`config.mk`:
```
export PLATFORM = sky130hd
export DESIGN_NAME = sys_ctl_port
export DESIGN_NICKNAME = d
export VERILOG_FILES = /design/src/rtl/sysctl_pkg.sv /design/src/rtl/sysctl_decode.sv /design/src/rtl/sysctl_store.sv /design/src/rtl/sysctl_edge.sv /design/src/rtl/sys_ctl_port.sv
export SDC_FILE = /design/constraint.sdc
export NUM_CORES = 1
export LEC_CHECK = 0
export ABC_AREA = 1
export BUFFER_PORTS_ARGS = -buffer_cell sky130_fd_sc_hd__clkbuf_2
export CORE_MARGIN = 2
export CORE_UTILIZATION = 36
export CTS_CLUSTER_DIAMETER = 60
export DETAILED_ROUTE_END_ITERATION = 12
export PLACE_DENSITY = 0.75
export SKIP_LAST_GASP = 1
export SYNTH_ARGS = -nofsm -noshare
export SYNTH_HDL_FRONTEND = slang
export SYNTH_HIERARCHICAL = 1
export SYNTH_SLANG_ARGS = --single-unit
```
`constraint.sdc`:
```
create_clock -name clk -period 1.4 [get_ports clk]
set_input_delay 0.28 -clock clk [delete_from_list [all_inputs] [get_ports clk]]
set_output_delay 0.28 -clock clk [all_outputs]
set_load 0.01 [all_outputs]
```
`src/rtl/sysctl_pkg.sv`:
```
// Package: shared sizes and defaults for the system control port.
// Assumes a byte-wide I/O bus with a 16-bit address space.
package sysctl_pkg;
    localparam int unsigned SYSCTL_ADDR_W   = 16;
    localparam int unsigned SYSCTL_DATA_W   = 8;
    localparam logic [15:0] SYSCTL_PORT_ADR = 16'h0092;
    localparam int unsigned SYSCTL_RST_BIT  = 0;
    localparam int unsigned SYSCTL_GATE_BIT = 1;
endpackage

```
`src/rtl/sysctl_decode.sv`:
```
// Module: full address compare that qualifies the bus strobes.
// Assumes one access per strobe cycle; no wait states.
module sysctl_decode #(
    parameter int unsigned ADDR_W = 16,
    parameter logic [ADDR_W-1:0] PORT_ADR = '0
) (
    input  logic [ADDR_W-1:0] addr,
    input  logic              wr,
    input  logic              rd,
    output logic              wr_hit,
    output logic              rd_hit
);
    logic match;

    // Compare every address bit so that aliases never respond.
    always_comb begin
        match  = (addr == PORT_ADR);
        wr_hit = wr & match;
        rd_hit = rd & match;
    end
endmodule

```
`src/rtl/sysctl_store.sv`:
```
// Module: the stored control byte with both reset flavours.
// Assumes por_n dominates; warm reset clears RST_BIT, also over a write.
module sysctl_store #(
    parameter int unsigned DATA_W  = 8,
    parameter int unsigned RST_BIT = 0
) (
    input  logic              clk,
    input  logic              por_n,
    input  logic              warm_n,
    input  logic              wr_en,
    input  logic [DATA_W-1:0] wdata,
    output logic [DATA_W-1:0] q
);
    localparam logic [DATA_W-1:0] RST_MASK = DATA_W'(1) << RST_BIT;

    logic [DATA_W-1:0] d;

    // Next value: write replaces the byte, warm reset then drops the reset bit.
    always_comb begin
        d = q;
        if (wr_en) d = wdata;
        if (!warm_n) d = d & ~RST_MASK;
    end

    // Register with synchronous power-on clear.
    always_ff @(posedge clk) begin
        if (!por_n) q <= '0;
        else        q <= d;
    end

    AST_POR_CLEAR: assert property (@(posedge clk) !por_n |=> q == '0);
    AST_WR_STORE: assert property (@(posedge clk) disable iff (!por_n)
        (wr_en && warm_n) |=> q == $past(wdata));
    AST_WARM_KEEP: assert property (@(posedge clk) disable iff (!por_n)
        (!warm_n && !wr_en) |=> q == ($past(q) & ~RST_MASK));
    AST_WARM_WINS: assert property (@(posedge clk) disable iff (!por_n)
        (!warm_n && wr_en) |=> q == ($past(wdata) & ~RST_MASK));
endmodule

```
`src/rtl/sysctl_edge.sv`:
```
// Module: rising-edge detector on the reset bit, one-cycle request pulse.
// Assumes old_bit is the stored bit before the write lands.
module sysctl_edge (
    input  logic clk,
    input  logic por_n,
    input  logic warm_n,
    input  logic wr_en,
    input  logic new_bit,
    input  logic old_bit,
    output logic req
);
    // Pulse when a write sets the bit from 0; a coincident warm reset suppresses it.
    always_ff @(posedge clk) begin
        if (!por_n) req <= 1'b0;
        else        req <= wr_en & warm_n & new_bit & ~old_bit;
    end

    AST_REQ_ONE_CYCLE: assert property (@(posedge clk) disable iff (!por_n)
        req |=> !req);
endmodule

```
`src/rtl/sys_ctl_port.sv`:
```
// Module: system control port top. Decodes one I/O address, holds the
// control byte, drives the address-20 gate and the reset request.
// Assumes a single-master byte bus with combinational read data.
module sys_ctl_port #(
    parameter int unsigned ADDR_W   = sysctl_pkg::SYSCTL_ADDR_W,
    parameter int unsigned DATA_W   = sysctl_pkg::SYSCTL_DATA_W,
    parameter logic [ADDR_W-1:0] PORT_ADR = ADDR_W'(sysctl_pkg::SYSCTL_PORT_ADR),
    parameter int unsigned RST_BIT  = sysctl_pkg::SYSCTL_RST_BIT,
    parameter int unsigned GATE_BIT = sysctl_pkg::SYSCTL_GATE_BIT
) (
    input  logic              clk,
    input  logic              por_n,
    input  logic              warm_rst_n,
    input  logic [ADDR_W-1:0] bus_addr,
    input  logic              bus_wr,
    input  logic [DATA_W-1:0] bus_wdata,
    input  logic              bus_rd,
    output logic [DATA_W-1:0] bus_rdata,
    output logic              a20_gate,
    output logic              sys_rst_req
);
    logic              wr_hit;
    logic              rd_hit;
    logic [DATA_W-1:0] ctl_q;

    sysctl_decode #(.ADDR_W(ADDR_W), .PORT_ADR(PORT_ADR)) u_decode (
        .addr   (bus_addr),
        .wr     (bus_wr),
        .rd     (bus_rd),
        .wr_hit (wr_hit),
        .rd_hit (rd_hit)
    );

    sysctl_store #(.DATA_W(DATA_W), .RST_BIT(RST_BIT)) u_store (
        .clk    (clk),
        .por_n  (por_n),
        .warm_n (warm_rst_n),
        .wr_en  (wr_hit),
        .wdata  (bus_wdata),
        .q      (ctl_q)
    );

    sysctl_edge u_edge (
        .clk     (clk),
        .por_n   (por_n),
        .warm_n  (warm_rst_n),
        .wr_en   (wr_hit),
        .new_bit (bus_wdata[RST_BIT]),
        .old_bit (ctl_q[RST_BIT]),
        .req     (sys_rst_req)
    );

    // Read mux: the stored byte on a hit, zero otherwise.
    always_comb bus_rdata = rd_hit ? ctl_q : '0;

    // Gate output straight from the stored bit.
    always_comb a20_gate = ctl_q[GATE_BIT];

    AST_GATE_FOLLOWS: assert property (@(posedge clk) disable iff (!por_n)
        (bus_wr && bus_addr == PORT_ADR) |=> a20_gate == $past(bus_wdata[GATE_BIT]));
    AST_REQ_SETS_BIT: assert property (@(posedge clk) disable iff (!por_n)
        sys_rst_req |-> ctl_q[RST_BIT]);
    AST_RD_MISS_ZERO: assert property (@(posedge clk) disable iff (!por_n)
        !(bus_rd && bus_addr == PORT_ADR) |-> bus_rdata == '0);
    AST_OTHER_ADR: assert property (@(posedge clk) disable iff (!por_n)
        (bus_addr != PORT_ADR && warm_rst_n) |=> ctl_q == $past(ctl_q));
endmodule

```
==> qor.csv, run 1 <==
metric,value,unit
cpMaxStageDelayCell,buf_4,
antenna_found_initial,0,
postSynthAreaPerCell,5.92,µm²
cellPowerDensity,671,mW/mm²
outcome,finished with violations,
total_power,514,µW
violations,setup timing,
p_leak,0.483,nW
initial_core_util,0.378,
grt-ovfl-total,0,
clock_skew,0.0224,ps
cp_max_fo,8,
track_usage,0.157,
htree_levels,1,
core_area,0.00128,mm²
place_ws,-46.5,ps
fp.dieW,40.7,µm
final_area,766,µm²
ioPinCount,39,
fillers,129,
path_cells,clkbuf_2 -> inv_1 -> nor2_1 -> nand2_1 -> nor2_1 -> nand2_1 -> nor2_1 -> buf_4 -> nand2_1 -> inv_1 -> buf_2,
setup_slack,-85.1,ps
required,1120,ps
worstSetupPathType,input port to output pin,
hold_path.class,input port to flop,
cp.arrival,1210,ps
cts_tree,yes,
dp_hpwl,910,µm
viasPerCell,4.26,
drt_iter0_markers,3,
start_kind,input port,
clk_latency,260,ps
dieArea,0.00166,mm²
cts_buffer_depth,2,
rows,13,
wire_per_inst,8.28,µm
grt_pass1_vias,500,
firstDrtPassIters,4,
nets,156,
path_clk_slew,60,ps
die_y,40.7,µm
postPlaceCellArea,693,µm²
ys_seq_area_frac,0.371,
syn_area,485,µm²
num_antenna_cells,0,
whs,246,ps
areaGrowthSynthToFinish,57.7,%
cts-buffers-inserted,3,
slew_violations,0,
antenna_left,0,
drt-total-wl,1170,µm
maxCapViolCount,0,
gp_congestion,0.697,
cts_num_sinks,9,
grt_max_degree,12,
grt_pass1_wl,1760,µm
setup_viol,8,
max_freq,0.673,GHz
ys_seq_elements,9,
synth.distinct_cells,12,
cpPeakStageDelay,170,ps
synth_fp_nets,111,
fin_crit,1490,ps
drive_gt1_frac,0.444,
port_buffers,38,
synthCells,82,
worst_pin_slew,184,ps
cts_hold_buf,0,
critPathCaptureType,output pin,
irDropWorstVdd,0.494,mV
drcViolationCount,0,
clockRootBuffer,clkbuf_4,
fin_crit_sh,1.06,
layout_commonest_cell,clkbuf_2,
grt_setup_unrepaired,yes,
hold_viol_final,0,
dp.cells,135,
relSlewSlack,0.876,
vias,601,
fin_cells,141,
most-common-layout-cells,"clkbuf_2, nor2_1, nand2_1",
yosysWarnings,6,
[layer usage]
layer	global-route usage	up-vias	part of all wire	routed length (µm)
met4	0	0	0	0
met1	0.173	260	0.41	474
met5	0	-	0	0
met3	0.0652	0	0.057	66
met2	0.294	15	0.54	626
li1	-	326	-	-
[area by class of cell]
cell class              instances  area (µm²)  share of cell area
well taps                      15        18.8              0.0245
repair buffers                 42         239               0.312
multi-input cells              54         235               0.307
inverters                      17        66.3              0.0866
clock buffers                   4        26.3              0.0343
flip-flops and latches          9         180               0.235
[power by group]
group	switching, mW	leakage, nW	internal, mW
combinational	0.0241	0.395	0.0386
clock	0.0853	0.0150	0.110
sequential	0.00000173	0.0724	0.256
total	0.109	0.483	0.404
[worst paths after layout]
path	from	endpoint	slack (ps)	cells past startpoint
worst max register to register	u_store/q[5]	u_store/q[5]	730	2
worst min-delay path	warm_rst_n	u_edge/req	250	3
worst min register to register	u_store/q[7]	u_store/q[7]	500	2
worst max-delay path	bus_addr[1]	bus_rdata[3]	-90	11
[cell usage after synthesis]
cell      count  area (µm²)
buf_2         1        5.00
buf_6         1        11.3
clkinv_1      1        3.75
dfxtp_1       9         180
inv_1        15        56.3
inv_4         1        6.26
nand2_1      17        63.8
nand3_2       1        10.0
nor2_1       27         101
nor2_2        2        12.5
o21ai_0       5        25.0
o21ai_1       2        10.0
[through the flow]
step                utilization  TNS [ps]
floorplan                     -         0
global placement          0.539      -184
detailed placement        0.539      -312
CTS                       0.566      -366
global route              0.596     -1270
finish                    0.596      -639
[sequential cells by signal, indices dropped and copies added (netlist names)]
| register | count |
|---|---|
| u_store/q | 8 |
| u_edge/req | 1 |
[kinds of logic after synthesis]
kind of cell	count (synthesis)	synth area share
AND/OR/NAND/NOR	47	0.387
buffers and inverters	19	0.170
AO/OA/AOI/OAI	7	0.0722
flip-flops	9	0.371
[critical path, delay by kind of cell]
| kind | cells | cell delay, ps |
|---|---|---|
| AND/OR/NAND/NOR | 6 | 500 |
| buffers and inverters | 5 | 440 |
[what timing repair did]
item	4_1_cts	5_1_grt
resized for setup	0	18
buffers inserted	1	1
pin swaps	0	8
endpoints found under the setup margin	8	8
(Power assumes the default switching activity.)
==> inputs of run 2 (changes only) <==
Settings changed: PLACE_DENSITY 0.75 to not set, PLACE_DENSITY_LB_ADDON set to 0.2.
==> qor.csv, run 2 (same netlist as run 1, synthesis figures left out) <==
metric,value,unit
outcome,finished with violations,
violations,setup timing,
slew_violations,0,
grt_setup_unrepaired,yes,
irDropWorstVdd,0.453,mV
nets,155,
cellPowerDensity,640,mW/mm²
place_ws,-71.5,ps
max_freq,0.681,GHz
firstDrtPassIters,4,
required,1120,ps
htree_levels,1,
clock_skew,0.234,ps
cts_tree,yes,
layout_commonest_cell,clkbuf_2,
hold_path.class,input port to flop,
most-common-layout-cells,"clkbuf_2, nor2_1, nand2_1",
dp.cells,136,
core_area,0.00128,mm²
areaGrowthSynthToFinish,71.9,%
vias,605,
cp.arrival,1190,ps
worst_pin_slew,168,ps
setup_viol,8,
largest_register_ff_count,8,
hold_viol_final,0,
fp.dieW,40.7,µm
antenna_found_initial,0,
dp_hpwl,959,µm
cts_num_sinks,9,
port_buffers,38,
holdCritStartpoint,bus_wdata[3],
dieArea,0.00166,mm²
die_y,40.7,µm
top_register,u_store/q,
crit_start,bus_addr[14],
grt_pass1_wl,1980,µm
num_antenna_cells,0,
rr_startpoint,u_store/q[5],
total_power,534,µW
grt_max_degree,12,
drt_iter0_markers,5,
maxCapViolCount,0,
critPathCaptureType,output pin,
fin_crit,1470,ps
path_clk_slew,60,ps
wire_per_inst,9.72,µm
grt_pass1_vias,515,
initial_core_util,0.378,
drt-total-wl,1360,µm
antenna_left,0,
worstSetupPathType,input port to output pin,
cts-buffers-inserted,3,
clockRootBuffer,clkbuf_4,
p_leak,0.481,nW
drcViolationCount,0,
postCtsSetupRepairBufs,0,
fin_crit_sh,1.05,
start_kind,input port,
drive_gt1_frac,0.528,
gp_congestion,0.676,
viasPerCell,4.32,
cp_max_fo,8,
ioPinCount,39,
reg_top3,"u_store/q: 8 flops, u_edge/req: 1 flops",
cts_buffer_depth,2,
fin_cells,140,
setup_slack,-68.6,ps
rows,13,
relSlewSlack,0.887,
track_usage,0.196,
grt-ovfl-total,0,
clk_latency,260,ps
## run 2: changes by cell type in the layout (fill, tap and decap cells not counted), moves of 4 or more
cell	change
inv_1	-4
nor2_1	-4
buf_6	+7
inv_2	+4
buf_2	-4
## run 2: power breakdown
group          internal (mW)  total, mW  switching, mW
sequential             0.256      0.256     0.00000194
combinational         0.0467     0.0774         0.0307
clock                  0.110      0.201         0.0909
total                  0.413      0.534          0.122
## run 2: what timing repair did
item	4_1_cts	5_1_grt
cloned	0	0
pin swaps	1	12
hold buffers	0	0
gates resized for setup	0	39
endpoints found under the setup margin	8	8
## run 2: area by class of cell
class                           instances  area [µm²]
Fill cell                             133         450
Timing Repair Buffer                   41         275
Multi-Input combinational cell         54         268
Sequential cell                         9         180
Inverter                               17        66.3
Clock buffer                            4        26.3
Tap cell                               15        18.8
## run 2: critical path: stages
cell and delay (ps):
buf_6 100, nor2_4 90, nand2_2 60, nor2_2 100, nand2_1 70, nor2_1 100, buf_4 170, nand2_1 60
inv_1 50, buf_2 110
## run 2: per-stage QoR
| step | cell area [µm²] | setup TNS, ps | util | hold WS (ps) |
|---|---|---|---|---|
| 2_1_floorplan | 485 | 0 | - | 406 |
| 3_3_place_gp | 701 | -240 | 0.545 | 472 |
| 3_5_place_dp | 701 | -597 | 0.545 | 484 |
| 4_1_cts | 727 | -395 | 0.566 | 228 |
| 5_1_grt | 835 | -1180 | 0.649 | 225 |
| 6_report | 835 | -455 | 0.649 | 234 |
## run 2: path summary, 6_finish.rpt
path / end / slack, ps / cells past startpoint
setup reg to reg: u_store/q[5] / 740 / 2
setup / recovery: bus_rdata[1] / -70 / 10
hold / removal: u_store/q[3] / 230 / 3
hold reg to reg: u_store/q[3] / 500 / 2
## run 2: per-layer routing
metal	global-route usage	wire length (µm)
met3	0.0815	82
met5	0	0
met1	0.194	487
met2	0.333	779
met4	0.125	12
==> inputs of run 3 (changes only) <==
Settings changed: TNS_END_PERCENT set to 5.
==> qor.csv, run 3 (same netlist as run 1, synthesis figures left out) <==
metric,value,unit
cp_top_family,simple AND/OR/NAND/NOR gates,
die_y,40.7,µm
areaGrowthSynthToFinish,69.3,%
antenna_left,0,
dieArea,0.00166,mm²
initial_core_util,0.378,
fin_setup_tns,-449,ps
layout_commonest_cell,clkbuf_2,
irDropWorstVdd,0.453,mV
num_antenna_cells,0,
cts-buffers-inserted,3,
nets,155,
ioPinCount,39,
firstDrtPassIters,4,
cpMaxStageDelayCell,buf_4,
htree_levels,1,
p_sw,122,µW
grt_setup_unrepaired,yes,
vias,599,
setup_slack,-65.7,ps
cpPeakStageDelay,170,ps
multi_input_area,268,µm²
gp_congestion,0.676,
drt-total-wl,1330,µm
required,1120,ps
cts_tree,yes,
reg2reg_slack,740,ps
fin_crit,1470,ps
whs,234,ps
p_leak,0.485,nW
hold_viol_final,0,
crit_cells,10,
worst_pin_slew,157,ps
rr_worst_depth,2,
rows,13,
drt_iter0_markers,5,
p_clk_frac,0.376,
top_register,u_store/q,
reg_top3,"u_store/q: 8 flops, u_edge/req: 1 flops",
maxCapViolCount,0,
outcome,finished with violations,
fin_crit_sh,1.05,
track_usage,0.196,
cp.arrival,1190,ps
port_buffers,38,
core_area,0.00128,mm²
dp_hpwl,959,µm
critPathCaptureType,output pin,
path_clk_slew,60,ps
dp.cells,136,
violations,setup timing,
worstSetupPathType,input port to output pin,
slew_violations,0,
regArea,180,µm²
cts_hold_buf,0,
grt_pass1_wl,1980,µm
most-common-layout-cells,"clkbuf_2, nor2_1, nand2_1",
grt_max_degree,12,
whs_path_depth,3,
drcViolationCount,0,
largest_register_ff_count,8,
wire_per_inst,9.52,µm
cts_buffer_depth,2,
path_cells,buf_6 -> nor2_4 -> nand2_2 -> nor2_2 -> nand2_1 -> nor2_1 -> buf_4 -> nand2_1 -> inv_1 -> buf_2,
cellPowerDensity,650,mW/mm²
setup_viol,8,
fp.dieW,40.7,µm
relSlewSlack,0.894,
cp.buffers_inverters,4,
pwr-share-seq,0.479,
p_int,413,µW
pwr-share-comb,0.145,
drive_gt1_frac,0.512,
start_kind,input port,
antenna_found_initial,0,
cpMostUsedCell,nand2_1,
max_freq,0.682,GHz
fin_cells,140,
cts_num_sinks,9,
clockRootBuffer,clkbuf_4,
clk_latency,260,ps
cp_max_fo,8,
viasPerCell,4.28,
grt-ovfl-total,0,
grt_pass1_vias,516,
total_power,534,µW
clock_skew,0.233,ps
hold_path.class,input port to flop,
fillers,131,
swShare,0.228,
## run 3: cell counts in the layout (fill, tap and decap cells not counted)
Identical to the previous run, type by type.
## run 3: path summary, 6_finish.rpt
check,start,to
max reg2reg,u_store/q[5],u_store/q[5]
min reg2reg,u_store/q[3],u_store/q[3]
max,bus_addr[14],bus_rdata[1]
min,bus_wdata[3],u_store/q[3]
## run 3: layout make-up
type                            count  area share
Sequential cell                     9       0.219
Timing Repair Buffer               41       0.320
Inverter                           17      0.0807
Multi-Input combinational cell     54       0.326
Tap cell                           15      0.0228
Clock buffer                        4      0.0320
## run 3: per-layer routing
| layer | share of wire | wire, µm | vias up | global-route usage |
|---|---|---|---|---|
| met3 | 0.053 | 70 | 2 | 0.0815 |
| met1 | 0.37 | 488 | 260 | 0.194 |
| met2 | 0.57 | 762 | 14 | 0.333 |
| li1 | - | - | 323 | - |
| met5 | 0 | 0 | - | 0 |
| met4 | 0.0090 | 12 | 0 | 0.125 |
## run 3: repair_timing
action / 4_1_cts / 5_1_grt
resized for setup: 0 / 35
buffers inserted: 0 / 0
pin swaps: 1 / 12
endpoints found under the setup margin: 8 / 8
cloned: 0 / 0
## run 3: power by group through the flow
stage | clock network (mW) | registers, mW | logic [mW]
detailed placement | 0 | 0.262 | 0.0565
CTS | 0.211 | 0.256 | 0.0567
global placement | 0 | 0.262 | 0.0542
floorplan | 0 | 0.262 | 0.0137
global route | 0.227 | 0.256 | 0.0860
finish | 0.201 | 0.256 | 0.0773
## run 3: worst register-to-register path: cells and delay by family, from the launching register on
family / cells / cell delay [ps]
compound gates: 1 / 160
flops: 1 / 320
simple gates: 1 / 60
## run 3: stage by stage
| stage | area [µm²] | util | setup slack, ps |
|---|---|---|---|
| after floorplan | 485 | - | 196 |
| after global placement | 701 | 0.545 | -33.7 |
| after detailed placement | 701 | 0.545 | -71.5 |
| after CTS | 727 | 0.566 | -63.6 |
| after global routing | 822 | 0.640 | -160 |
| final | 822 | 0.640 | -65.7 |
